[src/rtl/mla_pkg.sv]
package mla_pkg;
   typedef enum logic {
      OWNER_CPU = 1'b0,
      OWNER_DMA = 1'b1
   } owner_e;
endpackage

[src/rtl/mla_req_pipe.sv]
// Registers the processor's early announcement; freezes it while stalled.
module mla_req_pipe #(
   parameter int ADDR_W = 32
) (
   input  logic              clk,
   input  logic              rst_n,
   input  logic              ann_req_n,
   input  logic              ann_word,
   input  logic              ann_fetch_n,
   input  logic [ADDR_W-1:0] ann_addr,
   input  logic              dma_owns,
   output logic              pend,
   output logic              pend_word,
   output logic              pend_fetch,
   output logic [ADDR_W-1:0] pend_addr,
   output logic              stall
);
   assign stall = pend && dma_owns;

   always_ff @(posedge clk or negedge rst_n) begin
      if (!rst_n) begin
         pend       <= 1'b0;
         pend_word  <= 1'b1;
         pend_fetch <= 1'b0;
         pend_addr  <= '0;
      end else if (!stall) begin
         pend <= !ann_req_n;
         if (!ann_req_n) begin
            pend_word  <= ann_word;
            pend_fetch <= !ann_fetch_n;
            pend_addr  <= ann_addr;
         end
      end
   end

   // a stalled access keeps all of its attributes
   assert_stall_holds_R9: assert property (@(posedge clk) disable iff (!rst_n)
      stall |=> (pend && $stable(pend_addr) && $stable(pend_word) && $stable(pend_fetch)));
endmodule

[src/rtl/mla_owner.sv]
// Bus ownership: hands the bus to DMA only at an idle, unlocked point.
module mla_owner
   import mla_pkg::*;
(
   input  logic   clk,
   input  logic   rst_n,
   input  logic   dma_req,
   input  logic   lock,
   input  logic   busy,
   output owner_e owner,
   output logic   dma_gnt,
   output logic   dbe
);
   owner_e owner_nx;

   always_comb begin
      owner_nx = owner;
      unique case (owner)
         OWNER_CPU: if (dma_req && !lock && !busy) owner_nx = OWNER_DMA;
         OWNER_DMA: if (!dma_req)                  owner_nx = OWNER_CPU;
         default:   owner_nx = OWNER_CPU;
      endcase
   end

   always_ff @(posedge clk or negedge rst_n) begin
      if (!rst_n) owner <= OWNER_CPU;
      else        owner <= owner_nx;
   end

   assign dma_gnt = (owner == OWNER_DMA);
   assign dbe     = (owner == OWNER_CPU);

   assert_no_grant_busy_R5: assert property (@(posedge clk) disable iff (!rst_n)
      (!dma_gnt && busy) |=> !dma_gnt);
   assert_no_grant_locked_R6: assert property (@(posedge clk) disable iff (!rst_n)
      (!dma_gnt && lock) |=> !dma_gnt);
   assert_grant_held_R7: assert property (@(posedge clk) disable iff (!rst_n)
      (dma_gnt && dma_req) |=> dma_gnt);
   assert_grant_dropped_R7: assert property (@(posedge clk) disable iff (!rst_n)
      (dma_gnt && !dma_req) |=> !dma_gnt);
endmodule

[src/rtl/mla_lane_dec.sv]
// Byte-lane enables: all lanes for a word, one lane for a byte.
module mla_lane_dec #(
   parameter int ADDR_W = 32,
   parameter int LANES  = 4
) (
   input  logic              sel,
   input  logic              word,
   input  logic [ADDR_W-1:0] addr,
   output logic [LANES-1:0]  lanes
);
   localparam int LB = $clog2(LANES);

   generate
      if (LANES < 2 || (1 << LB) != LANES) begin : g_bad_lanes
         $error("mla_lane_dec: LANES must be a power of two, at least 2");
      end
      for (genvar i = 0; i < LANES; i++) begin : g_lane
         assign lanes[i] = sel && (word || (addr[LB-1:0] == LB'(i)));
      end
   endgenerate

   always_comb begin
      if (sel && !word) begin
         assert_byte_onehot_R4: assert ($countones(lanes) == 1);
      end
      if (!sel) begin
         assert_idle_no_lanes_R4: assert (lanes == '0);
      end
   end
endmodule

[src/rtl/mem_lock_arbiter.sv]
module mem_lock_arbiter
   import mla_pkg::*;
#(
   parameter int ADDR_W = 32,
   parameter int LANES  = 4
) (
   input  logic              clk,
   input  logic              rst_n,
   input  logic              cpu_req_n,
   input  logic              cpu_word,
   input  logic              cpu_fetch_n,
   input  logic              cpu_lock,
   input  logic [ADDR_W-1:0] cpu_addr,
   input  logic              dma_req,
   output logic              dma_gnt,
   output logic              cpu_dbe,
   output logic              cpu_wait_n,
   output logic              mem_sel,
   output logic              mem_fetch,
   output logic [LANES-1:0]  mem_lanes,
   output logic [ADDR_W-1:0] mem_addr
);
   localparam int LB = $clog2(LANES);

   generate
      if (ADDR_W < LB) begin : g_bad_addr
         $error("mem_lock_arbiter: ADDR_W too narrow for LANES");
      end
   endgenerate

   owner_e owner;
   logic   pend, pend_word, pend_fetch, stall;

   mla_req_pipe #(.ADDR_W(ADDR_W)) u_pipe (
      .clk(clk), .rst_n(rst_n),
      .ann_req_n(cpu_req_n), .ann_word(cpu_word), .ann_fetch_n(cpu_fetch_n),
      .ann_addr(cpu_addr), .dma_owns(owner == OWNER_DMA),
      .pend(pend), .pend_word(pend_word), .pend_fetch(pend_fetch),
      .pend_addr(mem_addr), .stall(stall)
   );

   mla_owner u_owner (
      .clk(clk), .rst_n(rst_n),
      .dma_req(dma_req), .lock(cpu_lock), .busy(pend),
      .owner(owner), .dma_gnt(dma_gnt), .dbe(cpu_dbe)
   );

   assign mem_sel    = pend && (owner == OWNER_CPU);
   assign mem_fetch  = mem_sel && pend_fetch;
   assign cpu_wait_n = !stall;

   mla_lane_dec #(.ADDR_W(ADDR_W), .LANES(LANES)) u_lanes (
      .sel(mem_sel), .word(pend_word), .addr(mem_addr), .lanes(mem_lanes)
   );

   // releasing the bus completes the stalled access in the next cycle
   assert_release_completes_R9: assert property (@(posedge clk) disable iff (!rst_n)
      (!cpu_wait_n && !dma_req) |=> (cpu_wait_n && mem_sel));
   // a stall only occurs while the processor's drivers are off
   assert_wait_dbe_R8: assert property (@(posedge clk) disable iff (!rst_n)
      !cpu_wait_n |-> !cpu_dbe);
endmodule

[config.mk]
export PLATFORM = sky130hd
export DESIGN_NAME = mem_lock_arbiter
export DESIGN_NICKNAME = d
export VERILOG_FILES = /design/src/rtl/mla_pkg.sv /design/src/rtl/mla_req_pipe.sv /design/src/rtl/mla_owner.sv /design/src/rtl/mla_lane_dec.sv /design/src/rtl/mem_lock_arbiter.sv
export SDC_FILE = /design/constraint.sdc
export NUM_CORES = 1
export LEC_CHECK = 0
export ABC_AREA = 0
export ABC_CLOCK_PERIOD_IN_PS = 1900
export BUFFER_PORTS_ARGS = -buffer_cell sky130_fd_sc_hd__buf_2
export CAP_MARGIN = 20
export CORE_ASPECT_RATIO = 1.25
export CORE_MARGIN = 2
export CORE_UTILIZATION = 43
export DETAILED_ROUTE_END_ITERATION = 7
export PLACE_DENSITY = 0.84
export SYNTH_ARGS = -nofsm -noshare
export SYNTH_HDL_FRONTEND = slang
export SYNTH_HIERARCHICAL = 1
export SYNTH_SLANG_ARGS = --single-unit
export TNS_END_PERCENT = 100
[constraint.sdc]
create_clock -name clk -period 1.9 [get_ports clk]
set_clock_uncertainty 0.2 [all_clocks]
set_input_delay 0.19 -clock clk [delete_from_list [all_inputs] [get_ports clk]]
set_output_delay 0.19 -clock clk [all_outputs]
set_load 0.02 [all_outputs]
==> flow_summary.toml <==
[detailed_routing]
drt_iter0_drc = 31
drc = 0
drt_wl_total_mm = 3.74
via_per_inst = 4.71
first_pass_iters = 4
drtAntennaViolNets = 0
wl_per_cell_um = 14.9
num_vias = 1181

[worst_setup_path]
cpPeakStageDelay_ns = 0.46
cp-start-kind = "flop"
critical_path_class = "reg -> out"
path_cells = "nor2b_1 > o21a_1 > buf_2"
critPathBufInv = 1
r2r-end = "u_pipe/pend_addr[21]"
cp_slowest_cell = "dfrtp_1"
endpoint_kind = "primary output"
critPathArrivalTime_ns = 1.39
worstReg2RegStart = "u_owner/dma_gnt"
r2r_slack_ns = 0.32
required_ns = 1.51
critical_path.top_delay_family = "flip-flops"
r2r_cells = 3
crit_path_max_fanout = 7

[global_routing]
grt_pass1_wl_mm = 5.66
grt.total_usage = 0.205
grt_pass1_vias = 1279
grt.overflow.total = 0
grt_max_degree = 37
grt_antenna_before_repair = 0

[yosys]
synthCells = 92
ys_ff_latch = 36
synth_nets = 131
yosys_warnings = 6
syn_area_sq_um = 1450
synth_top_area_cell = "dfrtp_1"
postSynthAreaPerCell_sq_um = 15.7
netlist.area_leader.share = 0.606
synth_area_leaders = "dfrtp_1, mux2_2, o21a_1"
ys_types = 17
synth-seq-area-share = 0.624

[finish]
drive_above_1_share = 0.565
diodes = 0
stdcell_area_sq_um = 2310
nNetsFinal = 252
area_growth_syn_to_layout_pct = 59.9
multi_input_area_sq_um = 487
mostFrequentLayoutCell = "buf_2"
fillCellCount = 249
mostFrequentLayoutCells = "buf_2, dlygate4sd3_1, dfrtp_1"
seq_area_sq_um = 902
final_util = 0.717
layout.cells.non_filler = 251

[die]
dieArea_sq_um = 3850
rows = 23
start_util = 0.449
die_w_um = 55.9
io_pins = 80
die_height_um = 68.8
coreArea_sq_um = 3220

[placed_design]
dp_hpwl_mm = 2.56
placed_area_sq_um = 1860
gp_congestion = 0.774
dpl.cell_count = 206
io_buffers = 79

[clock_network]
postCtsResizedCells = 0
cts_buffers = 5
clockBufferDepth = 2
clk_pin_slew_ns = 0.06
cts_tree = "done"
cts.sinks = 36
htreeDepth = 2
insertion_delay_ns = 0.28
post_cts_buffers = 0
clockRootBuffer = "clkbuf_8"

[power]
p_leak_nw = 1.12
power_density_nw_per_um2 = 850
ir_worst_vdd_v = 0.000769

[sta]
hold_violations = 0
whs_ns = 0.0509
tightest_slew_ns = 0.770
rsz0062_at_grt = "no"
period_minus_slack_ns = 1.78
setup_viol = 0
tns_ns = 0
relSlewSlack = 0.487
report.final.slew_viol_count = 0
max_freq_mhz = 562
min_period_over_period = 0.937

[outcome]
status = "finished clean"

[worst_hold_path]
hp-start = "cpu_lock"
whs_path_depth = 3
min_path_type = "in -> reg"
hold_end = "u_owner/dma_gnt"

[job]
maxCapViolCount = 0
==> power breakdown <==
group	leakage, nW	switching (mW)	internal (mW)
clock	0.0424	0.256	0.261
sequential	0.421	0.0596	0.864
combinational	0.661	0.274	0.249
total	1.12	0.590	1.37
==> synth_stat cells <==
cell type,count
mux2_1,1
inv_1,3
a21oi_1,1
buf_6,1
o21a_1,4
buf_4,1
nor2_1,2
and2_1,1
nor2b_1,4
dfrtp_1,35
and3b_1,1
dfstp_2,1
clkbuf_8,2
mux2_2,32
a21oi_4,1
mux2i_1,1
nand2b_1,1
==> per-layer routing <==
metal	track usage	wire [um]
met5	0	0
met4	0.107	112
met3	0.0802	255
met2	0.393	2130
met1	0.190	1250
==> worst max path at each step <==
stage                    startpoint                    to  cells past startpoint
floorplan           u_owner/dma_gnt          mem_lanes[3]                      3
global placement    u_owner/dma_gnt  u_pipe/pend_addr[18]                      3
detailed placement  u_owner/dma_gnt   u_pipe/pend_addr[4]                      3
CTS                 u_owner/dma_gnt          mem_lanes[1]                      3
global route            u_pipe/pend          mem_lanes[0]                      3
finish              u_owner/dma_gnt          mem_lanes[1]                      3
==> registers in the layout, indices dropped and copies added, names as in the netlist <==
name,cells
u_pipe/pend_fetch,1
u_pipe/pend,1
u_owner/dma_gnt,1
u_pipe/pend_word,1
u_pipe/pend_addr,32
==> layout make-up <==
cell class	instances	share of cell area
clock inverters	1	0.00379
clock buffers	7	0.0330
inverters	3	0.00487
multi-input cells	49	0.210
repair buffers	118	0.338
flip-flops and latches	36	0.390
well taps	37	0.0200
==> worst min-delay path: stages <==
cell	delay (ns)
buf_2	0.08
nor2_1	0.04
o21a_1	0.18
==> cells by family after synthesis <==
kind of cell,share of synthesized area
AO/OA/AOI/OAI,0.0355
buffers and inverters,0.0398
flip-flops,0.624
multiplexers,0.264
AND/OR/NAND/NOR,0.0372
==> through the flow <==
stage | power (mW) | worst slack (ns)
2_1_floorplan | 1.21 | 0.0297
3_3_place_gp | 1.38 | 0.396
3_5_place_dp | 1.40 | 0.325
4_1_cts | 1.99 | 0.100
5_1_grt | 2.06 | 0.0137
6_report | 1.96 | 0.120
==> what timing repair did <==
item | in CTS | in global routing
hold buffers | 37 | 0
endpoints found under the hold margin | 71 | 0
setup endpoints to repair | 0 | 0
Note: power is estimated with default switching activity, not from simulation.
